[src/rtl/wdog_pkg.sv]
package wdog_pkg;

   localparam logic [7:0] OFS_RESTART = 8'h04;
   localparam logic [7:0] OFS_ENABLE  = 8'h08;
   localparam logic [7:0] OFS_BARK    = 8'h10;
   localparam logic [7:0] OFS_BITE    = 8'h14;

   typedef enum logic [2:0] {
      SEL_NONE,
      SEL_RESTART,
      SEL_ENABLE,
      SEL_BARK,
      SEL_BITE
   } reg_sel_e;

   function automatic reg_sel_e decode_ofs(input logic [7:0] ofs);
      reg_sel_e sel;
      case (ofs)
         OFS_RESTART: sel = SEL_RESTART;
         OFS_ENABLE:  sel = SEL_ENABLE;
         OFS_BARK:    sel = SEL_BARK;
         OFS_BITE:    sel = SEL_BITE;
         default:     sel = SEL_NONE;
      endcase
      return sel;
   endfunction

endpackage

[src/rtl/wdog_regs.sv]
module wdog_regs
   import wdog_pkg::*;
#(
   parameter int ADDR_W = 6,
   parameter int DATA_W = 32,
   parameter int CNT_W  = 28
) (
   input  logic              clk,
   input  logic              rst_n,
   input  logic              bus_wr,
   input  logic              bus_rd,
   input  logic [ADDR_W-1:0] bus_addr,
   input  logic [DATA_W-1:0] bus_wdata,
   output logic [DATA_W-1:0] bus_rdata,
   output logic              en_o,
   output logic              clr_o,
   output logic [CNT_W-1:0]  bark_thr_o,
   output logic [CNT_W-1:0]  bite_thr_o
);

   localparam int PAD_A = 8 - ADDR_W;
   localparam int PAD_D = DATA_W - CNT_W;

   logic [7:0] ofs;
   reg_sel_e   sel;

   generate
      if (PAD_A > 0) begin : g_pad_addr
         assign ofs = {{PAD_A{1'b0}}, bus_addr};
      end else begin : g_full_addr
         assign ofs = bus_addr;
      end
   endgenerate

   assign sel = decode_ofs(ofs);

   always_ff @(posedge clk or negedge rst_n) begin
      if (!rst_n) begin
         en_o       <= 1'b0;
         clr_o      <= 1'b0;
         bark_thr_o <= '0;
         bite_thr_o <= '0;
      end else begin
         clr_o <= bus_wr && (sel == SEL_RESTART) && bus_wdata[0];
         if (bus_wr && sel == SEL_ENABLE) en_o       <= bus_wdata[0];
         if (bus_wr && sel == SEL_BARK)   bark_thr_o <= bus_wdata[CNT_W-1:0];
         if (bus_wr && sel == SEL_BITE)   bite_thr_o <= bus_wdata[CNT_W-1:0];
      end
   end

   logic [DATA_W-1:0] thr_bark_ext, thr_bite_ext;

   generate
      if (PAD_D > 0) begin : g_pad_data
         assign thr_bark_ext = {{PAD_D{1'b0}}, bark_thr_o};
         assign thr_bite_ext = {{PAD_D{1'b0}}, bite_thr_o};
         logic unused_wdata_hi;
         assign unused_wdata_hi = ^bus_wdata[DATA_W-1:CNT_W];
      end else begin : g_full_data
         assign thr_bark_ext = bark_thr_o;
         assign thr_bite_ext = bite_thr_o;
      end
   endgenerate

   always_comb begin
      bus_rdata = '0;
      if (bus_rd) begin
         case (sel)
            SEL_ENABLE: bus_rdata[0] = en_o;
            SEL_BARK:   bus_rdata    = thr_bark_ext;
            SEL_BITE:   bus_rdata    = thr_bite_ext;
            default:    bus_rdata    = '0;
         endcase
      end
   end

endmodule

[src/rtl/wdog_counter.sv]
module wdog_counter #(
   parameter int CNT_W = 28
) (
   input  logic             clk,
   input  logic             rst_n,
   input  logic             tick,
   input  logic             en,
   input  logic             clr,
   output logic [CNT_W-1:0] cnt_o,
   output logic [CNT_W-1:0] next_o,
   output logic             step_o
);

   localparam logic [CNT_W-1:0] CNT_MAX = '1;

   assign step_o = tick && en && !clr;
   assign next_o = (cnt_o == CNT_MAX) ? CNT_MAX : cnt_o + 1'b1;

   always_ff @(posedge clk or negedge rst_n) begin
      if (!rst_n)      cnt_o <= '0;
      else if (clr)    cnt_o <= '0;
      else if (step_o) cnt_o <= next_o;
   end

endmodule

[src/rtl/wdog_stage.sv]
module wdog_stage #(
   parameter int CNT_W = 28,
   parameter bit PULSE = 1'b0,
   parameter int HOLD  = 4
) (
   input  logic             clk,
   input  logic             rst_n,
   input  logic             tick,
   input  logic             en,
   input  logic             clr,
   input  logic             step,
   input  logic [CNT_W-1:0] next_cnt,
   input  logic [CNT_W-1:0] thr,
   output logic             fire_o
);

   localparam int HOLD_W = $clog2(HOLD + 1);

   logic hit;
   assign hit = step && (next_cnt >= thr);

   generate
      if (!PULSE) begin : g_level
         logic unused_tick;
         assign unused_tick = tick;
         always_ff @(posedge clk or negedge rst_n) begin
            if (!rst_n)          fire_o <= 1'b0;
            else if (clr || !en) fire_o <= 1'b0;
            else if (hit)        fire_o <= 1'b1;
         end
      end else begin : g_pulse
         logic              unused_en;
         logic              fired_q;
         logic [HOLD_W-1:0] left_q;
         assign unused_en = en;
         always_ff @(posedge clk or negedge rst_n) begin
            if (!rst_n) begin
               fired_q <= 1'b0;
               left_q  <= '0;
            end else begin
               if (clr)                   fired_q <= 1'b0;
               else if (hit && !fired_q)  fired_q <= 1'b1;
               if (hit && !fired_q)           left_q <= HOLD_W'(HOLD);
               else if (tick && left_q != '0) left_q <= left_q - 1'b1;
            end
         end
         assign fire_o = (left_q != '0);
      end
   endgenerate

endmodule

[src/rtl/wdog_two_stage.sv]
module wdog_two_stage #(
   parameter int ADDR_W    = 6,
   parameter int DATA_W    = 32,
   parameter int CNT_W     = 28,
   parameter int BITE_HOLD = 4
) (
   input  logic              clk,
   input  logic              rst_n,
   input  logic              tick,
   input  logic              bus_wr,
   input  logic              bus_rd,
   input  logic [ADDR_W-1:0] bus_addr,
   input  logic [DATA_W-1:0] bus_wdata,
   output logic [DATA_W-1:0] bus_rdata,
   output logic              bark_irq,
   output logic              bite_rst_req
);

   generate
      if (ADDR_W < 5 || ADDR_W > 8) begin : g_bad_addr
         $error("wdog_two_stage: ADDR_W must be 5..8");
      end
      if (CNT_W < 2 || CNT_W > DATA_W) begin : g_bad_cnt
         $error("wdog_two_stage: CNT_W must be 2..DATA_W");
      end
      if (BITE_HOLD < 1) begin : g_bad_hold
         $error("wdog_two_stage: BITE_HOLD must be at least 1");
      end
   endgenerate

   logic             en_q, clr_q, step;
   logic [CNT_W-1:0] bark_thr, bite_thr, cnt_q, cnt_next;

   wdog_regs #(.ADDR_W(ADDR_W), .DATA_W(DATA_W), .CNT_W(CNT_W)) u_regs (
      .clk(clk), .rst_n(rst_n), .bus_wr(bus_wr), .bus_rd(bus_rd),
      .bus_addr(bus_addr), .bus_wdata(bus_wdata), .bus_rdata(bus_rdata),
      .en_o(en_q), .clr_o(clr_q), .bark_thr_o(bark_thr), .bite_thr_o(bite_thr)
   );

   wdog_counter #(.CNT_W(CNT_W)) u_cnt (
      .clk(clk), .rst_n(rst_n), .tick(tick), .en(en_q), .clr(clr_q),
      .cnt_o(cnt_q), .next_o(cnt_next), .step_o(step)
   );

   wdog_stage #(.CNT_W(CNT_W), .PULSE(1'b0), .HOLD(BITE_HOLD)) u_bark (
      .clk(clk), .rst_n(rst_n), .tick(tick), .en(en_q), .clr(clr_q),
      .step(step), .next_cnt(cnt_next), .thr(bark_thr), .fire_o(bark_irq)
   );

   wdog_stage #(.CNT_W(CNT_W), .PULSE(1'b1), .HOLD(BITE_HOLD)) u_bite (
      .clk(clk), .rst_n(rst_n), .tick(tick), .en(en_q), .clr(clr_q),
      .step(step), .next_cnt(cnt_next), .thr(bite_thr), .fire_o(bite_rst_req)
   );

endmodule

[config.mk]
export PLATFORM = sky130hd
export DESIGN_NAME = wdog_two_stage
export DESIGN_NICKNAME = d
export VERILOG_FILES = /design/src/rtl/wdog_pkg.sv /design/src/rtl/wdog_regs.sv /design/src/rtl/wdog_counter.sv /design/src/rtl/wdog_stage.sv /design/src/rtl/wdog_two_stage.sv
export SDC_FILE = /design/constraint.sdc
export NUM_CORES = 1
export LEC_CHECK = 0
export BUFFER_PORTS_ARGS = -buffer_cell sky130_fd_sc_hd__buf_2
export CAP_MARGIN = 10
export CORE_MARGIN = 1.5
export CORE_UTILIZATION = 30
export CTS_CLUSTER_SIZE = 10
export DETAILED_ROUTE_END_ITERATION = 12
export GPL_TIMING_DRIVEN = 0
export PLACE_DENSITY = 0.45
export SETUP_SLACK_MARGIN = 0.4
export SLEW_MARGIN = 20
export SYNTH_ARGS = -nofsm -noshare
export SYNTH_HDL_FRONTEND = slang
export SYNTH_SLANG_ARGS = --single-unit
export TNS_END_PERCENT = 30
[constraint.sdc]
create_clock -name clk -period 6.19 [get_ports clk]
set_input_delay 0 -clock clk [delete_from_list [all_inputs] [get_ports clk]]
set_output_delay 0 -clock clk [all_outputs]
set_load 0.1 [all_outputs]
==> After elaboration in Yosys (flattened, before gate mapping) <==
Cells that the tools add are included.
W data, S select, Z words.
{ "op_classes": {"addsub": 2, "n_lt_le_gt_ge": 2, "eq_ne": 9, "mux": 13, "n_reduce_logical": 20} }
{ "ops": {"columns": ["op", "count"], "rows": [
  ["$mux W28", 3],
  ["$ge A28 B28 Y1", 2],
  ["$pmux W27 S2", 1],
  ["$mux W32", 1],
  ["$add A28 B1 Y28 const B", 1],
  ["$eq A28 B28 Y1 const B", 1],
  ["$eq A6 B5 Y1 const B", 2],
  ["$pmux W3 S4", 1],
  ["$logic_and A1 B1 Y1", 11],
  ["$reduce_bool A2 Y1", 4],
  ["$eq A3 B2 Y1 const B", 2],
  ["$eq A6 B3 Y1 const B", 1],
  ["$eq A6 B4 Y1 const B", 1],
  ["$mux W3", 2],
  ["$mux W1", 4],
  ["$eq A3 B1 Y1 const B", 1],
  ["$eq A3 B3 Y1 const B", 1],
  ["$logic_not A1 Y1", 3],
  ["$pmux W1 S3", 1],
  ["$reduce_bool A3 Y1", 1],
  ["$sub A3 B1 Y3 const B", 1],
  ["$logic_or A1 B1 Y1", 1]
]} }
{ "totals": {"ff_bits": 91, "input_bits": 43, "output_inout_bits": 34, "wordCells": 54} }

==> Longest topological paths before layout <==
{ "depth": {"depth_word": 7, "depth_mapped": 15, "mapped_depth_nobuf": 14} }

==> Hierarchy <==
From an unflattened synthesis, not the netlist that was laid out.
{ "hier_totals": {"cells_unflattened": 704, "hier_area_um2": 6656.4} }
{ "modules_own_cells": {"columns": ["module", "n_inst", "cells_per_inst", "area_each_um2", "seq_area_each_um2"], "rows": [
  ["wdog_regs", 1, 238, 2849.0, 1451.4],
  ["wdog_counter", 1, 246, 2110.8, 700.7],
  ["wdog_stage (u_bite)", 1, 120, 928.4, 100.1],
  ["wdog_stage (u_bark)", 1, 100, 768.2, 25.0]
]} }

==> Worst setup path after synthesis <==
No wires, ideal clock.
{ "synth_path": {"kind": "reg2reg", "start": "register u_cnt.cnt_o[0]", "end": "register u_bite.g_pulse.left_q[0]", "setup_ns": 0.066, "arrival_ns": 3.698, "required_time_ns": 6.124, "setup_slack_ns": 2.426, "stages_incl_launch_ff": 16, "path_buffers": 3, "synth_period_minus_slack_ns": 3.764, "cell_sequence": "dfrtp_1 ha_1 nand3_1 or4_1 buf_2 or4_4 buf_6 clkbuf_1 nand2_1 ha_1 a211o_1 a31oi_1 nor3_1 o311a_1 o211ai_1 and2_1"} }
{ "synth_via": {"elab_chain_cells": 6, "elab_cells_between_ends": 8, "classes_between": "add/sub: 1; order compare: 1; eq/ne: 1; mux: 2; reduce/logical: 3"} }
{ "synth_rtl": {"columns": ["element", "line_no", "rtl"], "rows": [
  ["from (decl)", "wdog_counter.sv:9", "output logic [CNT_W-1:0] cnt_o,"],
  ["from (signal assigned)", "wdog_counter.sv:22", "else if (step_o) cnt_o <= next_o;"],
  ["$add A28 B1 Y28 or $eq A28 B28 Y1 (tied branches)", "wdog_counter.sv:17", "assign next_o = (cnt_o == CNT_MAX) ? CNT_MAX : cnt_o + 1'b1;"],
  ["$mux W28 (*)", "wdog_counter.sv:17", null],
  ["$ge A28 B28 Y1 (*)", "wdog_stage.sv:20", "assign hit = step && (next_cnt >= thr);"],
  ["$logic_and A1 B1 Y1 (*)", "wdog_stage.sv:20", null],
  ["$logic_and A1 B1 Y1 (*)", "wdog_stage.sv:43", "if (hit && !fired_q) left_q <= HOLD_W'(HOLD);"],
  ["$mux W3 or $reduce_bool A2 Y1 (tied branches)", null, null],
  ["to (signal assigned)", "wdog_stage.sv:43", null],
  ["to (signal assigned)", "wdog_stage.sv:44", "else if (tick && left_q != '0) left_q <= left_q - 1'b1;"],
  ["to (decl)", "wdog_stage.sv:34", "logic [HOLD_W-1:0] left_q;"]
]} }
Mark *: on every way between the ends. The rest lies on a longest branch, timed or not.
A chain may end at the register's enable or synchronous reset.

==> Worst setup path in the final report <==
Ends and elaborated chain as after synthesis.

==> flow_summary.toml <==
[placed_design]
hpwl_um = 13000
post_dp_cell_area_mm2 = 0.00688
port_buffers = 68
gp_congestion = 0.801

[critical_path]
startpoint_type = "register"
rr_worst_depth = 14
crit_path_cell_trace = "ha_1, nand3_1, or4_1, buf_2, or4_4, clkbuf_1, clkbuf_1, nand2_1, ha_1, nand4_1, nor4_1, o311a_1, o211ai_1, and2_1"
rrSetupSlack_ns = 1.45
crit_path_top_delay_cell = "nor4_1"
arrival_ns = 4.98
r2r-end = "u_bite.g_pulse.left_q[0]$_DFFE_PN0P_"
crit_fanout = 10
critical-path-top-delay-family = "simple AND/OR/NAND/NOR gates"
worstSetupPathType = "reg -> reg"
cp-startpoint = "u_cnt.cnt_o[0]$_DFFE_PN0P_"
cp.depth = 14
critical_path_required_ns = 6.43
worstSetupEndpoint = "u_bite.g_pulse.left_q[0]$_DFFE_PN0P_"
end_kind = "register"
cp_slowest_stage_delay_ns = 0.57
r2r-start = "u_cnt.cnt_o[0]$_DFFE_PN0P_"
cp_num_buf_inv = 3

[synth]
synth_common_cells = "dfrtp_1 (91), inv_1 (70), ha_1 (59)"
synthMuxAreaShare_pct = 10.8
synth_top_family_by_area = "simple AND/OR/NAND/NOR gates"
yosys_warnings = 0
syn_inst = 661
synth_area_leader_cell = "dfrtp_1"
synth_flop_cell = "dfrtp_1"
synthXorXnorAreaFrac_pct = 3.55
yosys.area_share.simple_pct = 15.8
yosysMostFrequentCell = "dfrtp_1"
synth_area_per_cell_um2 = 9.32
synth_seq_area_share_pct = 37.0
synth_edf_count = 0
synth_top_area_share_pct = 37.0
syn_area_mm2 = 0.00616
synthArstFlopShare_pct = 100
ys_ff_latch = 91
synthAdderAreaFrac_pct = 12.0
yosysUniqueCellTypes = 51
synth_area_leaders = "dfrtp_1 (37%), ha_1 (12%), mux2_2 (11%)"
synth_compound_area_share_pct = 14.2

[die]
start_util_pct = 30.5
die_area_mm2 = 0.0214
die_h_um = 146
fp.dieW_um = 146
coreArea_mm2 = 0.0202
pin_count = 77
fp-row-count = 52

[timing]
rsz0062_at_grt = "no"
setup_violations = 0
setup_tns_ns = 0
maxSlewViolCount = 0
max-slew-margin-rel_pct = 44.2
period_share_pct = 76.6
fmax_mhz = 211
finalHoldViolCount = 0
worst_pin_slew_ns = 0.829
post-route-min-period_ns = 4.74
fin_worst_skew_ns = 0.00858

[cts]
clock-sinks = 91
clock_path_buffers = 2
clkLatencyLatePin_ns = 0.35
cts_tree = "yes"
clk_pin_slew_ns = 0.07
cts_root_buffer = "clkbuf_16"
cts_made_buffers = 9
htreeDepth = 3

[global_route]
grt_antenna_before_repair = 0
grt_max_degree = 48
grt_pass1_vias = 5328
grt_use_total_pct = 16.7
grt_pass1_wl_um = 28000
grt.overflow.total = 0

[routing]
dr.first_iter.drc_count = 194
drc_errors = 0
wirelength_um = 17100
vias = 5228
first_pass_iters = 4
viasPerCell = 4.97
ant_nets = 0
wl_per_cell_um = 16.2

[worst_hold_path]
hp-class = "in -> reg"

[pwr]
p_clk_share_pct = 35.7
sw_frac_of_total_pct = 31.0
power_density_mw_per_mm2 = 244
power_leakage_nw = 3.53
ir_drop_mv = 0.126
internal_power_w = 0.00127
seq_power_share_pct = 39.3
p_switching_w = 0.000573
power_frac_comb_pct = 25.0

[layout]
drive_above_1_share_pct = 20.4
final_nets = 878
finish.instance_area_mm2 = 0.00755
area_growth_pct = 22.6
diodes = 0
fillCellCount = 2140

[run]
cap_viol_max_count = 0

[run_status]
status = "finished clean"
==> stage by stage <==
stage          instances  util (%)  power [W]  setup slack, ns  hold slack (ns)
2_1_floorplan        664         -    0.00104             2.43           -0.296
3_3_place_gp        1002      34.0    0.00116             1.45            0.207
3_5_place_dp        1003      34.1    0.00118             1.42          -0.0308
4_1_cts             1051      37.5    0.00187             1.37           0.0227
5_1_grt             1051      37.5    0.00196             1.06           0.0605
6_report            1051      37.5    0.00185             1.45           0.0400
==> sequential cells by signal (all words and copies together) (netlist names) <==
name,cells
u_regs.bite_thr_o,28
u_bark.fire_o,1
u_regs.en_o,1
u_regs.clr_o,1
u_regs.bark_thr_o,28
u_bite.g_pulse.left_q,3
u_bite.g_pulse.fired_q,1
u_cnt.cnt_o,28
==> timing repair <==
item                      4_1_cts  5_1_grt
hold endpoints to repair      145        0
gates resized for setup         0        0
setup buffers                   0        0
hold buffers                   32        0
==> power by group through the flow <==
stage                     combinational, W  clock [W]  sequential, W
after floorplan                   0.000325          0       0.000719
after global placement            0.000430          0       0.000733
after detailed placement          0.000448          0       0.000737
after CTS                         0.000467   0.000676       0.000725
after global routing              0.000526   0.000702       0.000735
final                             0.000461   0.000660       0.000726
==> cells in the final DEF (no fill, tap or decap), types with 32 or more instances in the layout <==
cell / n
mux2_2: 58
a21oi_1: 36
inv_1: 70
ha_1: 59
dlygate4sd3_1: 32
nand2_1: 54
dfrtp_1: 91
buf_2: 69
==> cells by family after synthesis <==
kind of cell | Yosys count
other | 1
DFF | 91
buffers and inverters | 102
adders and majority gates | 59
xor gates and xnor gates | 25
AOI/OAI and AO/OA | 133
muxes | 59
and+or+nand+nor | 191
==> worst min-delay path by stage <==
stage | cells past startpoint | start | slack [ns] | to
finish | 4 | bus_addr[5] | 0.04 | u_regs.en_o$_DFFE_PN0P_
CTS | 4 | bus_addr[0] | 0.02 | u_regs.en_o$_DFFE_PN0P_
global placement | 2 | bus_addr[4] | 0.21 | u_regs.clr_o$_DFF_PN0_
global route | 4 | bus_addr[5] | 0.06 | u_regs.en_o$_DFFE_PN0P_
detailed placement | 1 | rst_n | -0.03 | u_regs.bite_thr_o[10]$_DFFE_PN0P_
floorplan | 0 | rst_n | -0.30 | u_bark.fire_o$_DFFE_PN0P_
==> final cells by class <==
type | count | area [um^2] | area share [%]
inverter | 70 | 263 | 3.48
multi-input combinational | 471 | 3490 | 46.1
buffer | 32 | 145 | 1.92
clock inverter | 6 | 111 | 1.47
timing repair buffer | 101 | 694 | 9.19
tap | 270 | 338 | 4.47
sequential | 91 | 2280 | 30.1
clock buffer | 10 | 239 | 3.16
==> tightest hold or removal path: cells and delay by family <==
kind	cells	cell delay [ns]
buffers and inverters	1	0.09
AND/OR/NAND/NOR	2	0.13
multiplexers	1	0.14
==> metal layers <==
metal  global-route usage, %  share of wire, %  vias up  wire (um)
li1                        -                 -     2571          -
met1                    23.0                48     2533       8270
met5                       0                 0        -          0
met2                    26.7                46      109       7900
met3                    2.13               3.6       15        615
met4                    6.16               1.6        0        272
(Power assumes the default switching activity.)
